`config.mk`:
```
export PLATFORM = sky130hd
export DESIGN_NAME = calendar_alarm
export DESIGN_NICKNAME = d
export VERILOG_FILES = /design/src/rtl/cal_pkg.sv /design/src/rtl/cal_time_counter.sv /design/src/rtl/cal_bus_regs.sv /design/src/rtl/cal_alarm_match.sv /design/src/rtl/calendar_alarm.sv
export SDC_FILE = /design/constraint.sdc
export NUM_CORES = 1
export LEC_CHECK = 0
export CAP_MARGIN = 10
export CORE_MARGIN = 2
export CORE_UTILIZATION = 45
export DETAILED_ROUTE_END_ITERATION = 16
export GPL_ROUTABILITY_DRIVEN = 0
export PLACE_DENSITY = 0.64
export SYNTH_ARGS = -nofsm -noshare
export SYNTH_HDL_FRONTEND = slang
export SYNTH_SLANG_ARGS = --single-unit
```
`constraint.sdc`:
```
create_clock -name clk -period 2.55 [get_ports clk]
set_input_delay 0.51 -clock clk [delete_from_list [all_inputs] [get_ports clk]]
set_output_delay 0.51 -clock clk [all_outputs]
set_load 0.01 [all_outputs]
```
`src/rtl/cal_pkg.sv`:
```
package cal_pkg;

    // datapath geometry
    localparam int CAL_W   = 8;
    localparam int CAL_AW  = 8;
    localparam int NFLD    = 7;
    localparam int FIDX_W  = $clog2(NFLD);
    localparam int BANK_LSB = 5;
    localparam int DBNC_W  = 3;

    // field indices (order is the address order of both banks)
    localparam int F_YEAR = 0;
    localparam int F_MON  = 1;
    localparam int F_DOM  = 2;
    localparam int F_DOW  = 3;
    localparam int F_HOUR = 4;
    localparam int F_MIN  = 5;
    localparam int F_SEC  = 6;

    // register addresses
    localparam logic [CAL_AW-1:0] CAL_CTRL_ADDR   = CAL_AW'(8'h20);
    localparam logic [CAL_AW-1:0] CAL_DBNC_ADDR   = CAL_AW'(8'h2C);
    localparam logic [CAL_AW-1:0] CAL_INT_ADDR    = CAL_AW'(8'h30);
    localparam logic [CAL_AW-1:0] CAL_TIME_BASE   = CAL_AW'(8'h40);
    localparam logic [CAL_AW-1:0] CAL_ALARM_BASE  = CAL_AW'(8'h60);
    localparam logic [CAL_AW-1:0] CAL_ACTL_ADDR   = CAL_AW'(8'h7C);
    localparam int CTRL_STOP_BIT  = 0;
    localparam int INT_ALARM_BIT  = 4;
    localparam int ACTL_EN_BIT    = 0;

    // roll-over limits
    localparam logic [CAL_W-1:0] SEC_LAST  = CAL_W'(59);
    localparam logic [CAL_W-1:0] MIN_LAST  = CAL_W'(59);
    localparam logic [CAL_W-1:0] HOUR_LAST = CAL_W'(23);
    localparam logic [CAL_W-1:0] DOW_LAST  = CAL_W'(6);
    localparam logic [CAL_W-1:0] MON_LAST  = CAL_W'(12);
    localparam logic [CAL_W-1:0] ONE       = CAL_W'(1);

    typedef logic [NFLD-1:0][CAL_W-1:0] cal_fields_t;

    // index 6 (second) is the most significant slot
    localparam cal_fields_t CAL_RESET = {CAL_W'(0), CAL_W'(0), CAL_W'(0),
                                         CAL_W'(0), CAL_W'(1), CAL_W'(1),
                                         CAL_W'(0)};

    typedef enum logic [2:0] {
        RS_NONE,
        RS_CTRL,
        RS_DBNC,
        RS_INT,
        RS_TIME,
        RS_ALARM,
        RS_ACTL
    } cal_rsel_e;

    typedef struct packed {
        cal_rsel_e         kind;
        logic [FIDX_W-1:0] idx;
    } cal_dec_t;

    typedef struct packed {
        logic              wr;
        logic [CAL_AW-1:0] addr;
        logic [CAL_W-1:0]  data;
    } cal_bus_req_t;

    function automatic logic cal_is_leap(input logic [CAL_W-1:0] yr);
        return (yr[1:0] == 2'b00) && (yr != '0);
    endfunction

    function automatic logic [CAL_W-1:0] cal_month_len(input logic [CAL_W-1:0] mon,
                                                      input logic [CAL_W-1:0] yr);
        logic [CAL_W-1:0] len;
        case (mon)
            CAL_W'(2):  len = cal_is_leap(yr) ? CAL_W'(29) : CAL_W'(28);
            CAL_W'(4),
            CAL_W'(6),
            CAL_W'(9),
            CAL_W'(11): len = CAL_W'(30);
            default:    len = CAL_W'(31);
        endcase
        return len;
    endfunction

    // one-second step with carries; >= tolerates out-of-range loads
    function automatic cal_fields_t cal_advance(input cal_fields_t t,
                                                input logic [CAL_W-1:0] year_top);
        cal_fields_t n;
        logic        c;
        n = t;
        c = 1'b0;
        if (t[F_SEC] >= SEC_LAST) begin
            n[F_SEC] = '0;
            c = 1'b1;
        end else begin
            n[F_SEC] = t[F_SEC] + ONE;
        end
        if (c) begin
            if (t[F_MIN] >= MIN_LAST) begin
                n[F_MIN] = '0;
            end else begin
                n[F_MIN] = t[F_MIN] + ONE;
                c = 1'b0;
            end
        end
        if (c) begin
            if (t[F_HOUR] >= HOUR_LAST) begin
                n[F_HOUR] = '0;
            end else begin
                n[F_HOUR] = t[F_HOUR] + ONE;
                c = 1'b0;
            end
        end
        if (c) begin
            n[F_DOW] = (t[F_DOW] >= DOW_LAST) ? '0 : t[F_DOW] + ONE;
            if (t[F_DOM] >= cal_month_len(t[F_MON], t[F_YEAR])) begin
                n[F_DOM] = ONE;
            end else begin
                n[F_DOM] = t[F_DOM] + ONE;
                c = 1'b0;
            end
        end
        if (c) begin
            if (t[F_MON] >= MON_LAST) begin
                n[F_MON] = ONE;
            end else begin
                n[F_MON] = t[F_MON] + ONE;
                c = 1'b0;
            end
        end
        if (c) begin
            n[F_YEAR] = (t[F_YEAR] >= year_top) ? '0 : t[F_YEAR] + ONE;
        end
        return n;
    endfunction

    function automatic cal_dec_t cal_decode(input logic [CAL_AW-1:0] a);
        cal_dec_t d;
        d.kind = RS_NONE;
        d.idx  = a[FIDX_W+1:2];
        if (a[1:0] == 2'b00) begin
            if (a == CAL_CTRL_ADDR)
                d.kind = RS_CTRL;
            else if (a == CAL_DBNC_ADDR)
                d.kind = RS_DBNC;
            else if (a == CAL_INT_ADDR)
                d.kind = RS_INT;
            else if (a == CAL_ACTL_ADDR)
                d.kind = RS_ACTL;
            else if ((a[CAL_AW-1:BANK_LSB] == CAL_TIME_BASE[CAL_AW-1:BANK_LSB])
                     && (int'(d.idx) < NFLD))
                d.kind = RS_TIME;
            else if ((a[CAL_AW-1:BANK_LSB] == CAL_ALARM_BASE[CAL_AW-1:BANK_LSB])
                     && (int'(d.idx) < NFLD))
                d.kind = RS_ALARM;
        end
        return d;
    endfunction

endpackage

```
`src/rtl/cal_time_counter.sv`:
```
module cal_time_counter
    import cal_pkg::*;
#(
    parameter int YEAR_TOP = 99
) (
    input  logic              clk,
    input  logic              rst,
    input  logic              tick,
    input  logic              stop,
    input  logic [NFLD-1:0]   fld_we,
    input  logic [CAL_W-1:0]  wdata,
    output cal_fields_t       time_q,
    output logic              stepped
);

    localparam logic [CAL_W-1:0] YTOP = CAL_W'(YEAR_TOP);

    always_ff @(posedge clk) begin
        if (rst) begin
            time_q  <= CAL_RESET;
            stepped <= 1'b0;
        end else begin
            stepped <= 1'b0;
            if (|fld_we) begin
                for (int i = 0; i < NFLD; i++) begin
                    if (fld_we[i])
                        time_q[i] <= wdata;
                end
            end else if (tick && !stop) begin
                time_q  <= cal_advance(time_q, YTOP);
                stepped <= 1'b1;
            end
        end
    end

    // a stopped calendar with no field load keeps its time
    assert_stop_hold_R6: assert property (@(posedge clk) disable iff (rst)
        (stop && !(|fld_we)) |=> $stable(time_q));

    // a step from second 59 lands on second 0
    assert_sec_roll_R2: assert property (@(posedge clk) disable iff (rst)
        (stepped && ($past(time_q[F_SEC]) == SEC_LAST)) |-> (time_q[F_SEC] == '0));

    // day-of-week leaving 6 goes to 0
    assert_dow_wrap_R3: assert property (@(posedge clk) disable iff (rst)
        (stepped && ($past(time_q[F_DOW]) == DOW_LAST)
         && (time_q[F_DOW] != $past(time_q[F_DOW]))) |-> (time_q[F_DOW] == '0));

    // year leaving its top value goes to 0
    assert_year_wrap_R4: assert property (@(posedge clk) disable iff (rst)
        (stepped && ($past(time_q[F_YEAR]) == YTOP)
         && (time_q[F_YEAR] != $past(time_q[F_YEAR]))) |-> (time_q[F_YEAR] == '0));

endmodule

```
`src/rtl/cal_bus_regs.sv`:
```
module cal_bus_regs
    import cal_pkg::*;
(
    input  logic              clk,
    input  logic              rst,
    input  logic              sel,
    input  cal_bus_req_t      req,
    input  cal_fields_t       time_q,
    input  logic              status,
    output logic              stop,
    output cal_fields_t       alarm_q,
    output logic [CAL_W-1:0]  actl,
    output logic [NFLD-1:0]   time_we,
    output logic              st_clr,
    output logic [CAL_W-1:0]  rdata
);

    cal_dec_t          dec;
    logic              wr_en;
    logic [DBNC_W-1:0] dbnc;

    assign dec   = cal_decode(req.addr);
    assign wr_en = sel && req.wr;

    always_ff @(posedge clk) begin
        if (rst) begin
            stop    <= 1'b1;
            dbnc    <= '0;
            actl    <= '0;
            alarm_q <= '0;
        end else if (wr_en) begin
            case (dec.kind)
                RS_CTRL:  stop <= req.data[CTRL_STOP_BIT];
                RS_DBNC:  dbnc <= req.data[DBNC_W-1:0];
                RS_ACTL:  actl <= req.data;
                RS_ALARM: alarm_q[dec.idx] <= req.data;
                default:  ;
            endcase
        end
    end

    always_comb begin
        time_we = '0;
        if (wr_en && (dec.kind == RS_TIME))
            time_we[dec.idx] = 1'b1;
    end

    assign st_clr = wr_en && (dec.kind == RS_INT) && req.data[INT_ALARM_BIT];

    always_comb begin
        rdata = '0;
        case (dec.kind)
            RS_CTRL:  rdata[CTRL_STOP_BIT] = stop;
            RS_DBNC:  rdata[DBNC_W-1:0] = dbnc;
            RS_INT:   rdata[INT_ALARM_BIT] = status;
            RS_TIME:  rdata = time_q[dec.idx];
            RS_ALARM: rdata = alarm_q[dec.idx];
            RS_ACTL:  rdata = actl;
            default:  rdata = '0;
        endcase
    end

    // upper debounce bits never read as set
    assert_dbnc_hi_R12: assert property (@(posedge clk) disable iff (rst)
        (dec.kind == RS_DBNC) |-> (rdata[CAL_W-1:DBNC_W] == '0));

endmodule

```
`src/rtl/cal_alarm_match.sv`:
```
module cal_alarm_match
    import cal_pkg::*;
(
    input  logic              clk,
    input  logic              rst,
    input  cal_fields_t       time_q,
    input  cal_fields_t       alarm_q,
    input  logic [CAL_W-1:0]  actl,
    input  logic              stepped,
    input  logic              st_clr,
    output logic              status,
    output logic              irq
);

    logic [NFLD-1:0] fmatch;
    logic            hit;

    for (genvar g = 0; g < NFLD; g++) begin : g_cmp
        assign fmatch[g] = !actl[g+1] || (alarm_q[g] == time_q[g]);
    end

    assign hit = stepped && actl[ACTL_EN_BIT] && (&fmatch);

    always_ff @(posedge clk) begin
        if (rst)
            status <= 1'b0;
        else if (hit)
            status <= 1'b1;
        else if (st_clr)
            status <= 1'b0;
    end

    assign irq = status && actl[ACTL_EN_BIT];

    // status only rises right after a calendar step
    assert_set_on_step_R9: assert property (@(posedge clk) disable iff (rst)
        $rose(status) |-> $past(stepped));

    // a clear with no step in that cycle empties status
    assert_clear_R10: assert property (@(posedge clk) disable iff (rst)
        (st_clr && !stepped) |=> !status);

    // status holds without a clear
    assert_sticky_R10: assert property (@(posedge clk) disable iff (rst)
        (status && !st_clr) |=> status);

endmodule

```
`src/rtl/calendar_alarm.sv`:
```
module calendar_alarm
    import cal_pkg::*;
#(
    parameter int YEAR_TOP = 99
) (
    input  logic              clk,
    input  logic              rst,
    input  logic              bus_sel,
    input  logic              bus_wr,
    input  logic [CAL_AW-1:0] bus_addr,
    input  logic [CAL_W-1:0]  bus_wdata,
    output logic [CAL_W-1:0]  bus_rdata,
    input  logic              tick,
    output logic              irq
);

    cal_bus_req_t      req;
    cal_fields_t       time_q;
    cal_fields_t       alarm_q;
    logic [CAL_W-1:0]  actl;
    logic [NFLD-1:0]   time_we;
    logic              stop;
    logic              st_clr;
    logic              status;
    logic              stepped;

    assign req.wr   = bus_wr;
    assign req.addr = bus_addr;
    assign req.data = bus_wdata;

    cal_bus_regs u_regs (
        .clk     (clk),
        .rst     (rst),
        .sel     (bus_sel),
        .req     (req),
        .time_q  (time_q),
        .status  (status),
        .stop    (stop),
        .alarm_q (alarm_q),
        .actl    (actl),
        .time_we (time_we),
        .st_clr  (st_clr),
        .rdata   (bus_rdata)
    );

    cal_time_counter #(
        .YEAR_TOP (YEAR_TOP)
    ) u_count (
        .clk     (clk),
        .rst     (rst),
        .tick    (tick),
        .stop    (stop),
        .fld_we  (time_we),
        .wdata   (bus_wdata),
        .time_q  (time_q),
        .stepped (stepped)
    );

    cal_alarm_match u_alarm (
        .clk     (clk),
        .rst     (rst),
        .time_q  (time_q),
        .alarm_q (alarm_q),
        .actl    (actl),
        .stepped (stepped),
        .st_clr  (st_clr),
        .status  (status),
        .irq     (irq)
    );

endmodule

```
==> results.cfg <==
[setup_path]
start_kind = flop
worstPathCellList = or3_4 > o41ai_2 > buf_4 > a21oi_4 > ha_4 > nand2b_4 > a21oi_4 > o21ai_4 > buf_12 > a41oi_4 > buf_6 > o21ai_2 > a21oi_1
required_ns = 2.84
r2r_slack_ns = -0.12
cp_top_family = compound AO/OA/AOI/OAI gates
crit_arrival_ns = 2.96
critPathKind = reg2reg
cp-end-kind = flop
cp_slowest_cell = or3_4
path_max_fanout = 5
worst-path-buf-inv = 3
critPathMostFrequentCell = a21oi_4
max_stage_delay_ns = 0.39

[timing]
setup_slack_ns = -0.122
setup_viol = 12
min_period_ns = 2.67
hold_violations = 0
rsz0062_at_grt = true
fin_skew_ns = 0.0105
tightest_slew_ns = 0.886
tns_ns = -0.714
timing.slew.headroom_pct = 40.9
final_max_slew_viol_count = 0
timing.final.crit_share_pct = 105
whs_ns = 0.483
fmax_mhz = 374

[yosys]
syn-cell-area_sq_um = 7600
ys_ff_latch = 126
synth_top_area_cell = dfxtp_1
ys_seq_area_share_pct = 33.2
synth-edff-count = 0
synth_fp_nets = 982
yosysWarnings = 0
synthArstFlopShare_pct = 0
synth.avg_cell_area_sq_um = 8.03
ys_types = 69
syn_inst = 947
yosysTopAreaCellShare_pct = 33.2
synth_area_leaders = dfxtp_1 33%, mux2i_1 9.3%, xnor2_1 6.5%, o21ai_0 5.3%, nor2_1 4.9%
synth-main-ff-cell = dfxtp_1

[clocking]
clock_path_buffers = 2
cts_buffers = 17
cts_tree = done
clk_latency_ns = 0.44
cts-htree-levels = 4
root_buffer = clkbuf_16
clock_sinks = 126
clk_pin_slew_worst_paths_ns = 0.06

[outcome]
failed_checks = setup timing
status = finished, violations left

[power]
peakVddDrop_v = 0.000491
leakage_nw = 4.05
p_total_mw = 5.09
powerDensity_nw_per_um2 = 480

[route]
routedWlPerCell_um = 22.4
first_pass_iters = 8
vias = 8389
via_per_inst = 6.15
routed_wl_mm = 30.6
ant_nets = 0
drc = 0
drt-initial-drc-count = 1094

[placed_design]
post-place-ws_ns = -0.703
portBuffers = 29
placed_area_sq_um = 9350
dp_hpwl_mm = 22.1

[cells_and_area]
nets = 1164
drive_above_1_share_pct = 29.9
fill_cells = 1387
area_delta_synth_final_pct = 39.5
final_area_sq_um = 10600

[floorplanning]
dieArea_sq_um = 18000
rows = 47
start_util_pct = 46.0
core_sq_um = 16500
die_x_um = 134
num_io_pins = 30
die_y_um = 134

[global_routing]
grt_overflow_total = 0
grt_first_pass_wirelength_mm = 45.7
antenna_found_initial = 1
grt_max_degree = 78
grt_pass1_vias = 7849
track_usage_pct = 33.9

[worst_hold_path]
min_path_type = reg2reg

[job]
drv_cap = 0
[path summary, 6_finish.rpt]
kind | start | end | cells after the start
max | u_count.time_q[2]$_SDFFE_PP0P_ | u_count.time_q[4]$_SDFFE_PP0P_ | 13
min | u_regs.actl[3]$_SDFFE_PP0P_ | u_regs.actl[3]$_SDFFE_PP0P_ | 2
max reg2reg | u_count.time_q[2]$_SDFFE_PP0P_ | u_count.time_q[4]$_SDFFE_PP0P_ | 13
min reg2reg | u_regs.actl[3]$_SDFFE_PP0P_ | u_regs.actl[3]$_SDFFE_PP0P_ | 2
[metal layers]
| metal | GRT usage, % | vias up | wire length (um) |
|---|---|---|---|
| met5 | 0 | - | 0 |
| met4 | 15.5 | 0 | 1550 |
| met3 | 9.30 | 113 | 3190 |
| met2 | 52.3 | 495 | 13600 |
| met1 | 44.3 | 4002 | 12300 |
| li1 | - | 3779 | - |
[registers in the layout, summed over array words and instances (netlist names)]
register,cells
u_regs.stop,1
u_count.time_q,56
u_regs.alarm_q,56
u_regs.actl,8
u_count.stepped,1
u_regs.dbnc,3
u_alarm.status,1
[layout by cell type (no fill, tap or decap), types with 5 or more instances in the layout]
| master | n |
|---|---|
| nor2b_1 | 13 |
| a211oi_1 | 8 |
| clkdlybuf4s50_1 | 12 |
| o22ai_1 | 11 |
| dfxtp_1 | 122 |
| buf_6 | 12 |
| a211oi_2 | 7 |
| xnor2_1 | 56 |
| buf_12 | 11 |
| nand2_1 | 89 |
| o21ai_0 | 63 |
| o211ai_1 | 12 |
| o21ai_2 | 7 |
| buf_2 | 11 |
| nor3_4 | 5 |
| o21ai_1 | 12 |
| inv_1 | 15 |
| nand2_2 | 6 |
| clkbuf_16 | 19 |
| mux2i_1 | 69 |
| and3_1 | 14 |
| mux2_2 | 7 |
| nand3_1 | 20 |
| a22oi_1 | 7 |
| nand4_1 | 19 |
| nor2_2 | 5 |
| a21oi_1 | 70 |
| nor3_1 | 19 |
| nor2_1 | 95 |
| nor3b_1 | 7 |
| nor4_1 | 5 |
| ha_1 | 11 |
| buf_4 | 174 |
[synthesized netlist by cell type, types with 3 or more instances]
cell type	count
dfxtp_1	126
nor2_1	99
nand2_1	95
o21ai_0	80
a21oi_1	74
mux2i_1	71
xnor2_1	56
clkbuf_1	46
nand3_1	22
nor3_1	21
inv_1	20
nand4_1	19
a211oi_1	15
nor2b_1	15
and3_1	14
ha_1	14
o22ai_1	13
o211ai_1	12
buf_1	11
nor3b_1	10
a22oi_1	8
mux2_2	7
nand2b_1	6
nor4_1	6
buf_2	5
a211o_1	4
a21o_1	4
nor3_4	4
o2111ai_1	4
o21bai_1	4
o2bb2ai_1	4
or3_1	4
a221oi_1	3
a2bb2oi_1	3
a32oi_1	3
mux4_2	3
nor4b_1	3
[worst reg2reg max path: cells and delay by family (launching register included)]
family | cells | cell delay [ns]
AO/OA/AOI/OAI | 7 | 0.93
buffers and inverters | 3 | 0.50
adder cells (fa/ha/maj) | 1 | 0.26
flip-flops | 1 | 0.32
AND/OR/NAND/NOR | 2 | 0.51
[timing repair]
item	4_1_cts	5_1_grt
pin swaps	15	26
resized for setup	100	69
hold buffers	0	0
gates cloned	2	2
buffers inserted	8	12
endpoints found under the setup margin	81	37
[power by group]
group	switching, mW	total, mW	internal, mW
registers	0.00126	1.97	1.97
clock network	0.990	2.68	1.69
logic	0.255	0.442	0.187
[layout make-up]
class	count	area, sq um	area share [%]
flip-flops and latches	126	2530	23.9
diodes	1	2.50	0.0236
multi-input cells	737	5130	48.4
clock inverters	12	183	1.72
inverters	20	81.3	0.767
repair buffers	227	1950	18.4
well taps	220	275	2.60
clock buffers	20	457	4.31
[logic make-up (layout without fill, tap and decap cells)]
kind of cell	count (synthesis)	in the layout	share of synthesized area (%)
compound gates	253	254	20.8
xor+xnor	56	56	6.45
fa+ha+maj	14	14	2.30
buf+inv	85	279	4.48
flops	126	126	33.2
mux	82	82	11.5
other cells	0	1	0
simple gates	331	331	21.4
[stage by stage]
step	util, %	cells
3_3_place_gp	56.6	1306
3_5_place_dp	56.6	1306
4_1_cts	62.2	1348
2_1_floorplan	-	947
5_1_grt	64.2	1362
6_report	64.2	1363
Power figures use the tool's default switching activity.
